<file path="config.mk">
export PLATFORM = sky130hd
export DESIGN_NAME = dac_serial_ctrl
export DESIGN_NICKNAME = d
export VERILOG_FILES = /design/src/rtl/dsc_pkg.sv /design/src/rtl/dsc_line_sync.sv /design/src/rtl/dsc_shift_fsm.sv /design/src/rtl/dsc_latch_bank.sv /design/src/rtl/dac_serial_ctrl.sv
export SDC_FILE = /design/constraint.sdc
export NUM_CORES = 1
export LEC_CHECK = 0
export ABC_AREA = 1
export BUFFER_PORTS_ARGS = -buffer_cell sky130_fd_sc_hd__buf_2
export CORE_MARGIN = 5
export CORE_UTILIZATION = 34
export DETAILED_ROUTE_END_ITERATION = 6
export MAX_ROUTING_LAYER = met4
export PLACE_DENSITY = 0.48
export SLEW_MARGIN = 10
export SYNTH_ARGS = -nofsm -noshare
export SYNTH_HDL_FRONTEND = slang
export SYNTH_SLANG_ARGS = --single-unit
</file>
<file path="constraint.sdc">
create_clock -name clk -period 2.2 [get_ports clk]
set_clock_uncertainty 0.1 [all_clocks]
set_input_delay 0.66 -clock clk [delete_from_list [all_inputs] [get_ports clk]]
set_output_delay 0.66 -clock clk [all_outputs]
set_load 0.1 [all_outputs]
</file>
<file path="src/rtl/dsc_pkg.sv">
`timescale 1ns/1ps
package dsc_pkg;
    localparam int WORD_W  = 16;
    localparam int VAL_W   = 8;
    localparam int SEL_HI  = 15;
    localparam int SPD_BIT = 14;
    localparam int PWR_BIT = 13;
    localparam int SEL_LO  = 12;
    localparam int VAL_LSB = 4;

    typedef enum logic [1:0] {
        ST_IDLE  = 2'd0,
        ST_SHIFT = 2'd1,
        ST_HOLD  = 2'd2
    } seq_state_t;

    typedef enum logic [1:0] {
        TGT_BUF_AND_B = 2'b00,
        TGT_BUF_ONLY  = 2'b01,
        TGT_A_XFER_B  = 2'b10,
        TGT_RESERVED  = 2'b11
    } target_t;
endpackage

</file>
<file path="src/rtl/dsc_line_sync.sv">
`timescale 1ns/1ps
module dsc_line_sync #(
    parameter int   STAGES  = 2,
    parameter logic RST_VAL = 1'b1
) (
    input  logic clk,
    input  logic rst_n,
    input  logic line_in,
    output logic level,
    output logic fell,
    output logic rose
);
    logic [STAGES-1:0] chain_q;
    logic              prev_q;

    generate
        for (genvar g = 0; g < STAGES; g++) begin : g_stage
            if (g == 0) begin : g_first
                always_ff @(posedge clk or negedge rst_n) begin
                    if (!rst_n) chain_q[g] <= RST_VAL;
                    else        chain_q[g] <= line_in;
                end
            end else begin : g_next
                always_ff @(posedge clk or negedge rst_n) begin
                    if (!rst_n) chain_q[g] <= RST_VAL;
                    else        chain_q[g] <= chain_q[g-1];
                end
            end
        end
    endgenerate

    always_ff @(posedge clk or negedge rst_n) begin
        if (!rst_n) prev_q <= RST_VAL;
        else        prev_q <= chain_q[STAGES-1];
    end

    assign level = chain_q[STAGES-1];
    assign fell  = prev_q & ~chain_q[STAGES-1];
    assign rose  = ~prev_q & chain_q[STAGES-1];

    a_r2_edges_exclusive: assert property (@(posedge clk) disable iff (!rst_n)
        !(fell && rose));
endmodule

</file>
<file path="src/rtl/dsc_shift_fsm.sv">
`timescale 1ns/1ps
module dsc_shift_fsm
    import dsc_pkg::*;
#(
    parameter int W = WORD_W
) (
    input  logic         clk,
    input  logic         rst_n,
    input  logic         sel_fall,
    input  logic         sel_rise,
    input  logic         sck_fall,
    input  logic         din,
    output logic         cmd_valid,
    output logic [W-1:0] cmd_word
);
    localparam int CNT_W = $clog2(W + 1);
    localparam logic [CNT_W-1:0] LAST_BIT = CNT_W'(W - 1);

    seq_state_t      state_q, state_d;
    logic [CNT_W-1:0] cnt_q, cnt_d;
    logic [W-1:0]    sh_q, sh_d, sh_in;
    logic            commit_d;
    logic [W-1:0]    commit_word_d;

    assign sh_in = {sh_q[W-2:0], din};

    // next-state and commit decision
    always_comb begin
        state_d       = state_q;
        cnt_d         = cnt_q;
        sh_d          = sh_q;
        commit_d      = 1'b0;
        commit_word_d = sh_q;
        unique case (state_q)
            ST_IDLE: begin
                if (sel_fall) begin
                    state_d = ST_SHIFT;
                    cnt_d   = '0;
                    sh_d    = '0;
                end
            end
            ST_SHIFT: begin
                if (sel_rise) begin
                    state_d = ST_IDLE;
                    if (sck_fall) begin
                        commit_d      = 1'b1;
                        commit_word_d = sh_in;
                    end else if (cnt_q != '0) begin
                        commit_d      = 1'b1;
                        commit_word_d = sh_q;
                    end
                end else if (sck_fall) begin
                    sh_d  = sh_in;
                    cnt_d = cnt_q + 1'b1;
                    if (cnt_q == LAST_BIT) begin
                        state_d       = ST_HOLD;
                        commit_d      = 1'b1;
                        commit_word_d = sh_in;
                    end
                end
            end
            ST_HOLD: begin
                if (sel_rise) state_d = ST_IDLE;
            end
            default: state_d = ST_IDLE;
        endcase
    end

    // state register
    always_ff @(posedge clk or negedge rst_n) begin
        if (!rst_n) begin
            state_q <= ST_IDLE;
            cnt_q   <= '0;
            sh_q    <= '0;
        end else begin
            state_q <= state_d;
            cnt_q   <= cnt_d;
            sh_q    <= sh_d;
        end
    end

    // outputs
    always_ff @(posedge clk or negedge rst_n) begin
        if (!rst_n) begin
            cmd_valid <= 1'b0;
            cmd_word  <= '0;
        end else begin
            cmd_valid <= commit_d;
            if (commit_d) cmd_word <= commit_word_d;
        end
    end

    a_r3_count_bound: assert property (@(posedge clk) disable iff (!rst_n)
        cnt_q <= CNT_W'(W));
    a_r10_single_pulse: assert property (@(posedge clk) disable iff (!rst_n)
        cmd_valid |=> !cmd_valid);
    a_r2_idle_quiet: assert property (@(posedge clk) disable iff (!rst_n)
        (state_q == ST_IDLE) |=> !cmd_valid);
    a_r3_hold_quiet: assert property (@(posedge clk) disable iff (!rst_n)
        (state_q == ST_HOLD) |=> !cmd_valid);
    a_r4_empty_abandon: assert property (@(posedge clk) disable iff (!rst_n)
        (state_q == ST_SHIFT && sel_rise && !sck_fall && cnt_q == '0) |=> !cmd_valid);
endmodule

</file>
<file path="src/rtl/dsc_latch_bank.sv">
`timescale 1ns/1ps
module dsc_latch_bank
    import dsc_pkg::*;
#(
    parameter int W = WORD_W,
    parameter int V = VAL_W
) (
    input  logic         clk,
    input  logic         rst_n,
    input  logic         cmd_valid,
    input  logic [W-1:0] cmd_word,
    output logic         upd_stb,
    output logic [V-1:0] chan_a,
    output logic [V-1:0] chan_b,
    output logic [V-1:0] hold_q,
    output logic         fast_mode,
    output logic         pwr_down
);
    target_t      tgt;
    logic [V-1:0] val;

    assign tgt = target_t'({cmd_word[SEL_HI], cmd_word[SEL_LO]});
    assign val = cmd_word[VAL_LSB +: V];

    always_ff @(posedge clk or negedge rst_n) begin
        if (!rst_n) begin
            chan_a    <= '0;
            chan_b    <= '0;
            hold_q    <= '0;
            fast_mode <= 1'b0;
            pwr_down  <= 1'b0;
            upd_stb   <= 1'b0;
        end else begin
            upd_stb <= cmd_valid;
            if (cmd_valid) begin
                fast_mode <= cmd_word[SPD_BIT];
                pwr_down  <= cmd_word[PWR_BIT];
                unique case (tgt)
                    TGT_BUF_AND_B: begin
                        hold_q <= val;
                        chan_b <= val;
                    end
                    TGT_BUF_ONLY: hold_q <= val;
                    TGT_A_XFER_B: begin
                        chan_a <= val;
                        chan_b <= hold_q;
                    end
                    TGT_RESERVED: ;
                    default: ;
                endcase
            end
        end
    end

    a_r10_quiet_without_cmd: assert property (@(posedge clk) disable iff (!rst_n)
        !cmd_valid |=> ($stable(chan_a) && $stable(chan_b) && $stable(hold_q)
                        && $stable(fast_mode) && $stable(pwr_down)));
    a_r8_reserved_keeps: assert property (@(posedge clk) disable iff (!rst_n)
        (cmd_valid && tgt == TGT_RESERVED) |=>
            ($stable(chan_a) && $stable(chan_b) && $stable(hold_q)));
    a_r7_b_from_buffer: assert property (@(posedge clk) disable iff (!rst_n)
        (cmd_valid && tgt == TGT_A_XFER_B) |=> (chan_b == $past(hold_q)));
    a_r5_b_matches_buffer: assert property (@(posedge clk) disable iff (!rst_n)
        (cmd_valid && tgt == TGT_BUF_AND_B) |=> (chan_b == hold_q));
    a_r6_channels_keep: assert property (@(posedge clk) disable iff (!rst_n)
        (cmd_valid && tgt == TGT_BUF_ONLY) |=> ($stable(chan_a) && $stable(chan_b)));
endmodule

</file>
<file path="src/rtl/dac_serial_ctrl.sv">
`timescale 1ns/1ps
module dac_serial_ctrl
    import dsc_pkg::*;
#(
    parameter int SYNC_STAGES = 2
) (
    input  logic             clk,
    input  logic             rst_n,
    input  logic             sel_n,
    input  logic             sclk_in,
    input  logic             sdata_in,
    output logic             upd_stb,
    output logic [VAL_W-1:0] chan_a,
    output logic [VAL_W-1:0] chan_b,
    output logic [VAL_W-1:0] hold_q,
    output logic             fast_mode,
    output logic             pwr_down
);
    logic sel_lvl, sel_fall, sel_rise;
    logic sck_lvl, sck_fall, sck_rise;
    logic dat_lvl, dat_fall, dat_rise;
    logic              cmd_valid;
    logic [WORD_W-1:0] cmd_word;

    dsc_line_sync #(.STAGES(SYNC_STAGES), .RST_VAL(1'b1)) u_sel_sync (
        .clk(clk), .rst_n(rst_n), .line_in(sel_n),
        .level(sel_lvl), .fell(sel_fall), .rose(sel_rise));

    dsc_line_sync #(.STAGES(SYNC_STAGES), .RST_VAL(1'b1)) u_sck_sync (
        .clk(clk), .rst_n(rst_n), .line_in(sclk_in),
        .level(sck_lvl), .fell(sck_fall), .rose(sck_rise));

    dsc_line_sync #(.STAGES(SYNC_STAGES), .RST_VAL(1'b0)) u_dat_sync (
        .clk(clk), .rst_n(rst_n), .line_in(sdata_in),
        .level(dat_lvl), .fell(dat_fall), .rose(dat_rise));

    dsc_shift_fsm #(.W(WORD_W)) u_fsm (
        .clk(clk), .rst_n(rst_n),
        .sel_fall(sel_fall), .sel_rise(sel_rise),
        .sck_fall(sck_fall), .din(dat_lvl),
        .cmd_valid(cmd_valid), .cmd_word(cmd_word));

    dsc_latch_bank #(.W(WORD_W), .V(VAL_W)) u_bank (
        .clk(clk), .rst_n(rst_n),
        .cmd_valid(cmd_valid), .cmd_word(cmd_word),
        .upd_stb(upd_stb), .chan_a(chan_a), .chan_b(chan_b), .hold_q(hold_q),
        .fast_mode(fast_mode), .pwr_down(pwr_down));

    a_r1_reset_clear: assert property (@(posedge clk) disable iff (!rst_n)
        $rose(rst_n) |-> (chan_a == '0 && chan_b == '0 && !upd_stb));
    a_r10_stb_pulse: assert property (@(posedge clk) disable iff (!rst_n)
        upd_stb |=> !upd_stb);
endmodule

</file>
==> results of run 1 <==
## Yosys cell counts (5+ instances only)
| library cell | number | area [um2] |
|---|---|---|
| o21ai_0 | 27 | 135 |
| nand3_1 | 23 | 115 |
| o21ai_2 | 11 | 96.3 |
| nand2_1 | 141 | 529 |
| nand4_1 | 13 | 81.3 |
| inv_1 | 38 | 143 |
| o21ai_1 | 5 | 25.0 |
| inv_2 | 13 | 48.8 |
| dfstp_2 | 6 | 158 |
| dfrtp_1 | 65 | 1630 |
| nor2_1 | 41 | 154 |
| nor2_2 | 6 | 37.5 |
## cells by family after synthesis
family	after synthesis	synth area share
AOI/OAI and AO/OA	45	0.0761
adders and majority gates	4	0.0141
buffers and inverters	69	0.0930
DFF	71	0.502
and+or+nand+nor	242	0.315
## final cells by class
type	instances	area, um2
fillers	1100	6270
flip-flops and latches	71	1780
multi-input cells	292	1460
inverters	53	204
repair buffers	35	200
well taps	136	170
clock buffers	10	128
clock inverters	6	61.3
## per-stage QoR
step / total power [mW] / utilization / cells / area (um2) / hold WS [ns]
4_1_cts: 6.00 / 0.388 / 602 / 3990 / 0.137
2_1_floorplan: 4.47 / - / 431 / 3550 / 0.231
3_3_place_gp: 4.91 / 0.369 / 586 / 3800 / 0.242
3_5_place_dp: 4.93 / 0.369 / 586 / 3800 / 0.246
6_report: 5.93 / 0.389 / 603 / 4000 / 0.132
5_1_grt: 6.32 / 0.389 / 603 / 4000 / 0.149
## registers in the layout (all words and copies together) (netlist names)
register / count
u_bank.chan_a: 8
u_bank.chan_b: 8
u_bank.fast_mode: 1
u_bank.hold_q: 8
u_bank.pwr_down: 1
u_bank.upd_stb: 1
u_dat_sync.chain_q: 1
u_dat_sync.level: 1
u_fsm.cmd_valid: 1
u_fsm.cmd_word: 12
u_fsm.cnt_q: 5
u_fsm.sh_q: 16
u_fsm.state_q: 2
u_sck_sync.chain_q: 1
u_sck_sync.level: 1
u_sck_sync.prev_q: 1
u_sel_sync.chain_q: 1
u_sel_sync.level: 1
u_sel_sync.prev_q: 1
## critical path, delay by kind of cell, from the launching register on
family / cells / cell delay (ns)
adders and majority gates: 2 / 0.41
DFF: 1 / 0.40
and+or+nand+nor: 7 / 0.96
## worst max-delay path by stage
stage	from	end	slack [ns]	cells after the start
6_report	u_fsm.cnt_q[1]$_DFFE_PN0P_	u_fsm.cmd_word[7]$_DFFE_PN0P_	0.21	9
4_1_cts	u_fsm.cnt_q[1]$_DFFE_PN0P_	u_fsm.cmd_word[7]$_DFFE_PN0P_	0.13	9
3_3_place_gp	u_fsm.cnt_q[0]$_DFFE_PN0P_	u_fsm.cmd_word[10]$_DFFE_PN0P_	0.26	9
5_1_grt	u_fsm.cnt_q[1]$_DFFE_PN0P_	u_fsm.cmd_word[7]$_DFFE_PN0P_	0.03	9
3_5_place_dp	u_fsm.cnt_q[1]$_DFFE_PN0P_	u_fsm.cmd_word[12]$_DFFE_PN0P_	0.16	9
2_1_floorplan	u_fsm.cnt_q[0]$_DFFE_PN0P_	u_fsm.cmd_word[10]$_DFFE_PN0P_	0.36	11
## report_power, final
part	leakage, nW	internal [mW]	switching [mW]
Sequential	0.909	1.69	0.209
Combinational	1.09	0.492	2.51
Clock	0.0960	0.520	0.513
## metal layers
metal  global-route usage  wire [um]
met5                    -          0
met4               0.0425        119
met3               0.0286        321
met2                0.210       3680
met1                0.171       3620
==> impl_metrics.csv, run 1 <==
group,metric,value,unit
detailed_routing,final_antenna_net_count,0,
setup_path,path_class,"flip-flop to flip-flop",
clock_network,cts_buffers,9,
floorplanning,dieArea,0.0126,mm2
setup_path,r2r_cells,9,
setup_path,critPathArrivalTime,2.12,ns
power,peakVddDrop,0.000915,V
clock_network,cts_tree,"built",
layout,drive_gt1_frac,0.225,
clock_network,cts_root_buffer,"clkbuf_8",
setup_path,critPathRequiredTime,2.33,ns
clock_network,clk_latency,0.35,ns
placement,place_congestion,0.781,
clock_network,htreeDepth,3,
clock_network,path_clk_slew,0.08,ns
sta,setup_tns,0,ns
setup_path,start_kind,"flip-flop",
global_route,grt_pass1_wl,13500,um
detailed_routing,vias,2773,
sta,worst_slew_pin_slew,0.495,ns
placement,post-place-ws,0.163,ns
synth,yosysWarnings,0,
sta,max_freq,503,MHz
synth,yosysSeqAreaShare,0.502,
power,power_density,1480,mW/mm2
clock_network,cts-resized-gates,0,
setup_path,cpMaxStageDelayCell,"dfrtp_1",
setup_path,r2r_slack,0.21,ns
power,p_leak,2.09,nW
layout,final_common_cell,"nand2_1",
detailed_routing,drt-total-wl,7740,um
floorplanning,coreArea,0.0103,mm2
sta,setup_viol,0,
sta,slew_viol_final,0,
placement,io_buffers,31,
detailed_routing,drc,0,
setup_path,slowest_delay,0.40,ns
detailed_routing,firstDrtPassIters,4,
global_route,globalRouteOverflowTotal,0,
detailed_routing,drt-initial-drc-count,206,
sta,hold_violations,0,
setup_path,crit_fanout,13,
floorplanning,start_util,0.346,
global_route,grt_pass1_vias,2760,
global_route,antenna_found_initial,0,
sta,period_minus_slack,1.99,ns
setup_path,regToRegEndpoint,"u_fsm.cmd_word[7]$_DFFE_PN0P_",
floorplanning,chipWidth,112,um
synth,syn_area_per_cell,8.24,um2
global_route,grt_max_degree,44,
layout,nNetsFinal,471,
synth,syn-num-nets,440,
clock_network,cts_sinks,71,
sta,rsz0062_at_grt,"false",
layout,syn_to_final_growth,12.7,%
synth,yosysUniqueCellTypes,30,
synth,synthCells,431,
floorplanning,die_h,112,um
synth,ys_async_sr_fraction,1.00,
sta,relSlewSlack,0.672,
outcome,status,"finished, final reports clean",
run,cap_violations,0,
layout,final_cell_mix,"nand2_1 (141), dfrtp_1 (65), nor2_1 (41)",
clock_network,post-cts-setup-buffer-count,0,
placement,dp_hpwl,5160,um
synth,syn-cell-area,0.00355,mm2
setup_path,cp_cell_sequence,"ha_1 > nand2_1 > nor2_1 > ha_1 > nand3_4 > nand2_2 > nand3_4 > nor2_1 > nor2_2",
floorplanning,pin_count,32,
clock_network,hold_buffers,0,
detailed_routing,wl_per_cell,12.8,um
synth,synth_edf_count,0,
synth,ys_ff_latch,71,
global_route,track_usage,0.133,
hold_path,hold_class,"input port to async pin",
synth,dominantRegCellSynth,"dfrtp_1",
setup_path,cp-end-kind,"flip-flop",
detailed_routing,vias_per_cell,4.60,
layout,antenna_cells,0,
clock_network,cts_buffer_depth,2,
sta,period_share,0.904,
setup_path,worstReg2RegStart,"u_fsm.cnt_q[1]$_DFFE_PN0P_",
sta,fin_ws,0.210,ns
floorplanning,row_count,37,
Note: power is estimated with default switching activity, not from simulation.
==> run 2, diff against run 1 <==
==> constraint.sdc (replaced) <==
create_clock -name clk -period 2.1 [get_ports clk]
set_clock_uncertainty 0.1 [all_clocks]
set_input_delay 0.63 -clock clk [delete_from_list [all_inputs] [get_ports clk]]
set_output_delay 0.63 -clock clk [all_outputs]
set_load 0.1 [all_outputs]
==> impl_metrics.csv, run 2 (synthesized netlist as in run 1, its figures left out) <==
group,metric,value,unit
clock_network,cts_sinks,71,
clock_network,htreeDepth,3,
power,peakVddDrop,0.000952,V
sta,slew_viol_final,0,
setup_path,r2r_slack,0.16,ns
detailed_routing,wl_per_cell,13.2,um
detailed_routing,drt-initial-drc-count,163,
clock_network,post-cts-setup-buffer-count,0,
floorplanning,coreArea,0.0103,mm2
detailed_routing,final_antenna_net_count,0,
floorplanning,chipWidth,112,um
layout,reg.largest.list,"u_fsm.sh_q: 16 flops, u_fsm.cmd_word: 12 flops",
clock_network,path_clk_slew,0.08,ns
detailed_routing,met2_length,3580,um
sta,hold_violations,0,
outcome,status,"finished, final reports clean",
detailed_routing,met3WireLength,373,um
clock_network,cts_tree,"built",
layout,antenna_cells,0,
global_route,track_usage,0.136,
global_route,grt_pass1_wl,13700,um
setup_path,worstReg2RegStart,"u_fsm.cnt_q[1]$_DFFE_PN0P_",
setup_path,crit_fanout,12,
placement,io_buffers,31,
sta,fin_ws,0.156,ns
setup_path,r2r_cells,9,
global_route,globalRouteOverflowTotal,0,
detailed_routing,vias_per_cell,4.53,
floorplanning,die_h,112,um
clock_network,cts_root_buffer,"clkbuf_8",
power,power_density,1530,mW/mm2
detailed_routing,wl_met1,3980,um
setup_path,critPathRequiredTime,2.24,ns
clock_network,cts_buffer_depth,2,
layout,syn_to_final_growth,13.4,%
clock_network,clk_latency,0.35,ns
layout,drive_gt1_frac,0.235,
detailed_routing,firstDrtPassIters,4,
layout,final_cell_mix,"nand2_1 (141), dfrtp_1 (65), nor2_1 (41)",
sta,period_share,0.926,
sta,max_freq,514,MHz
sta,holdWs,0.0806,ns
layout,multi_input_area,0.00145,mm2
sta,worst_slew_pin_slew,0.497,ns
setup_path,cp-end-kind,"flip-flop",
placement,post-place-ws,0.156,ns
floorplanning,dieArea,0.0126,mm2
floorplanning,start_util,0.346,
sta,rsz0062_at_grt,"false",
placement,placedCellCount,591,
floorplanning,row_count,37,
sta,period_minus_slack,1.94,ns
clock_network,cts_buffers,9,
setup_path,regToRegEndpoint,"u_fsm.cmd_word[11]$_DFFE_PN0P_",
detailed_routing,drc,0,
sta,setup_tns,0,ns
global_route,grt_max_degree,30,
setup_path,start_kind,"flip-flop",
detailed_routing,vias,2756,
detailed_routing,drt-total-wl,8010,um
layout,instances_no_fill,608,
layout,final_common_cell,"nand2_1",
sta,relSlewSlack,0.671,
placement,place_congestion,0.808,
hold_path,hold_class,"input port to async pin",
layout,top_register,"u_fsm.sh_q",
sta,setup_viol,0,
global_route,grt_pass1_vias,2731,
clock_network,hold_buffers,0,
floorplanning,pin_count,32,
power,p_leak,2.11,nW
layout,nFillCells,1080,
layout,largest_register_ffs,16,
layout,fin_util,0.392,
detailed_routing,top_layer,"met4",
setup_path,critPathArrivalTime,2.08,ns
run,cap_violations,0,
layout,nNetsFinal,476,
setup_path,path_class,"flip-flop to flip-flop",
clock_network,cts-resized-gates,0,
layout,regArea,0.00178,mm2
global_route,antenna_found_initial,0,
placement,dp_hpwl,5430,um
[run 2: worst max-delay path by stage]
| stage | start | slack [ns] | to |
|---|---|---|---|
| 4_1_cts | u_fsm.cnt_q[1]$_DFFE_PN0P_ | 0.14 | u_fsm.cmd_word[12]$_DFFE_PN0P_ |
| 2_1_floorplan | u_fsm.cnt_q[0]$_DFFE_PN0P_ | 0.26 | u_fsm.cmd_word[10]$_DFFE_PN0P_ |
| 3_5_place_dp | u_fsm.cnt_q[1]$_DFFE_PN0P_ | 0.16 | u_fsm.cmd_word[12]$_DFFE_PN0P_ |
| 3_3_place_gp | u_fsm.cnt_q[0]$_DFFE_PN0P_ | 0.25 | u_fsm.cmd_word[15]$_DFFE_PN0P_ |
| 5_1_grt | u_fsm.cnt_q[0]$_DFFE_PN0P_ | 0.01 | u_fsm.cmd_word[7]$_DFFE_PN0P_ |
| 6_report | u_fsm.cnt_q[1]$_DFFE_PN0P_ | 0.16 | u_fsm.cmd_word[11]$_DFFE_PN0P_ |
[run 2: critical path, cell delays in order (launching register included)]
cell	delay, ns
dfrtp_1	0.39
ha_1	0.18
nand2_1	0.07
nor2_1	0.16
ha_1	0.24
nand3_4	0.09
nand2_2	0.12
nand3_2	0.25
nor2_1	0.21
nor2_2	0.04
[run 2: where the power goes]
| group | switching, mW | leakage (nW) | internal [mW] |
|---|---|---|---|
| sequential | 0.218 | 0.909 | 1.77 |
| combinational | 2.64 | 1.11 | 0.518 |
| clock | 0.523 | 0.0873 | 0.489 |
[run 2: metal layers]
layer | vias up | global-route usage
met2 | 49 | 0.200
met3 | 6 | 0.0340
met5 | - | -
met1 | 1280 | 0.186
li1 | 1421 | -
met4 | 0 | 0.0417
[run 2: cell type report]
class                   instances  area share
clock inverters                 5     0.00808
flip-flops and latches         71       0.443
inverters                      53      0.0506
clock buffers                  11      0.0376
repair buffers                 40      0.0590
multi-input cells             292       0.359
well taps                     136      0.0422
[run 2: per-stage QoR]
stage,instance area (um2),total power [mW]
floorplan,3550,4.68
global placement,3830,5.14
detailed placement,3830,5.18
CTS,4020,6.22
global route,4030,6.56
finish,4030,6.15
==> run 3, diff against run 2 <==
--- a/config.mk
+++ b/config.mk
@@ -11,7 +11,7 @@
 export CORE_UTILIZATION = 34
 export DETAILED_ROUTE_END_ITERATION = 6
 export MAX_ROUTING_LAYER = met4
-export PLACE_DENSITY = 0.48
+export PLACE_DENSITY = 0.63
 export SLEW_MARGIN = 10
 export SYNTH_ARGS = -nofsm -noshare
 export SYNTH_HDL_FRONTEND = slang
==> impl_metrics.csv, run 3 (synthesized netlist as in run 1, its figures left out) <==
group,metric,value,unit
layout,final_cell_mix,"nand2_1 (141), dfrtp_1 (65), nor2_1 (41)",
floorplanning,die_h,112,um
setup_path,crit_cells,1,
setup_path,cp_cell_sequence,"buf_2",
power,p_clk_frac,0.168,
outcome,status,"finished, final reports clean",
floorplanning,pin_count,32,
layout,stdcell_area,0.00402,mm2
global_route,grt_max_degree,49,
setup_path,worstReg2RegStart,"u_fsm.cnt_q[0]$_DFFE_PN0P_",
global_route,globalRouteOverflowTotal,0,
layout,nNetsFinal,474,
detailed_routing,final_antenna_net_count,0,
setup_path,crit_family,"buffers and inverters",
sta,hold_violations,0,
floorplanning,chipWidth,112,um
floorplanning,dieArea,0.0126,mm2
run,cap_violations,0,
setup_path,start_kind,"flip-flop",
clock_network,cts_root_buffer,"clkbuf_8",
power,peakVddDrop,0.00112,V
hold_path,hold_class,"input port to async pin",
clock_network,clk_latency,0.35,ns
placement,io_buffers,31,
power,seq_power_share,0.321,
setup_path,critPathLaunch,"u_bank.hold_q[0]$_DFFE_PN0P_",
power,switchingPower,3.44,mW
power,p_leak,2.10,nW
layout,antenna_cells,0,
floorplanning,coreArea,0.0103,mm2
layout,drive_gt1_frac,0.232,
global_route,antenna_found_initial,0,
setup_path,cp-end-kind,"output port",
power,comb_power_share,0.511,
clock_network,htreeDepth,3,
layout,fin_util,0.391,
layout,top_register,"u_fsm.sh_q",
clock_network,post-cts-setup-buffer-count,0,
power,power.internal,2.73,mW
layout,reg.largest.list,"u_fsm.sh_q: 16 flops, u_fsm.cmd_word: 12 flops",
layout,nFillCells,1073,
clock_network,cts_sinks,71,
layout,final_common_cell,"nand2_1",
placement,dp_hpwl,4890,um
setup_path,critPathRequiredTime,1.37,ns
floorplanning,start_util,0.346,
layout,largest_register_ffs,16,
sta,setup_tns,0,ns
sta,period_minus_slack,1.91,ns
layout,syn_to_final_growth,13.1,%
detailed_routing,drc,0,
placement,placedCellCount,589,
setup_path,cpMaxStageDelayCell,"buf_2",
sta,holdWs,0.186,ns
clock_network,path_clk_slew,0.09,ns
detailed_routing,drt-initial-drc-count,233,
sta,rsz0062_at_grt,"false",
detailed_routing,wl_per_cell,12.3,um
setup_path,critPathArrivalTime,1.18,ns
sta,setup_viol,0,
sta,fin_ws,0.188,ns
power,switching_share,0.557,
setup_path,cp_num_buf_inv,1,
global_route,grt_pass1_vias,2705,
global_route,track_usage,0.126,
detailed_routing,firstDrtPassIters,5,
clock_network,cts_buffer_depth,2,
sta,period_share,0.910,
setup_path,r2r_cells,10,
power,total_power,6.18,mW
detailed_routing,vias_per_cell,4.68,
placement,place_congestion,0.861,
sta,max_freq,523,MHz
placement,placed_area,0.00382,mm2
layout,instances_no_fill,606,
setup_path,slowest_delay,0.44,ns
sta,slew_viol_final,0,
detailed_routing,drt-total-wl,7430,um
detailed_routing,vias,2834,
global_route,grt_pass1_wl,13000,um
power,power_density,1540,mW/mm2
setup_path,crit_fanout,3,
clock_network,cts_tree,"built",
sta,worst_slew_pin_slew,0.490,ns
clock_network,cts_buffers,9,
placement,post-place-ws,0.174,ns
sta,relSlewSlack,0.675,
setup_path,path_class,"flip-flop to output port",
floorplanning,row_count,37,
[run 3: changes by cell type in the layout (fill, tap and decap cells not counted), moves of 2 or more]
cell      previous run  this run
inv_6                0         3
clkbuf_8            11         9
clkinv_2             2         0
buf_4                9         6
[run 3: layout make-up]
cell class	instances	area, um2	share of cell area
clock buffer	9	124	0.0308
clock inverter	7	61.3	0.0153
inverter	53	204	0.0507
multi-input combinational	292	1460	0.362
sequential	71	1780	0.444
tap	136	170	0.0423
timing repair buffer	38	220	0.0548
[run 3: worst paths after layout]
check | slack (ns) | end
worst max-delay path | 0.19 | hold_q[0]
worst min-delay path | 0.19 | u_fsm.cmd_word[15]$_DFFE_PN0P_
worst max register to register | 0.20 | u_fsm.cmd_word[12]$_DFFE_PN0P_
worst min register to register | 0.26 | u_dat_sync.level$_DFF_PN0_
max in group asynchronous | 1.44 | u_sck_sync.level$_DFF_PN1_
min in group clk | 0.26 | u_dat_sync.level$_DFF_PN0_
[run 3: routing by layer]
layer  global-route usage  vias to the layer above  routed length [um]
li1                     -                     1414                   -
met1                0.163                     1330                3400
met2                0.198                       81                3590
met3               0.0270                        9                 363
met4               0.0441                        0                  72
met5                    -                        -                   0
[run 3: power groups by stage]
stage	clock [mW]	combinational [mW]	sequential, mW
global route	1.14	3.38	2.05
global placement	0	3.10	1.99
CTS	1.08	3.15	1.99
finish	1.04	3.16	1.98
floorplan	0	1.05	3.63
detailed placement	0	3.14	2.01
[run 3: timing repair]
action                     CTS  global route
setup endpoints to repair    0             9
hold buffers                 0             0
resized for setup            0             1
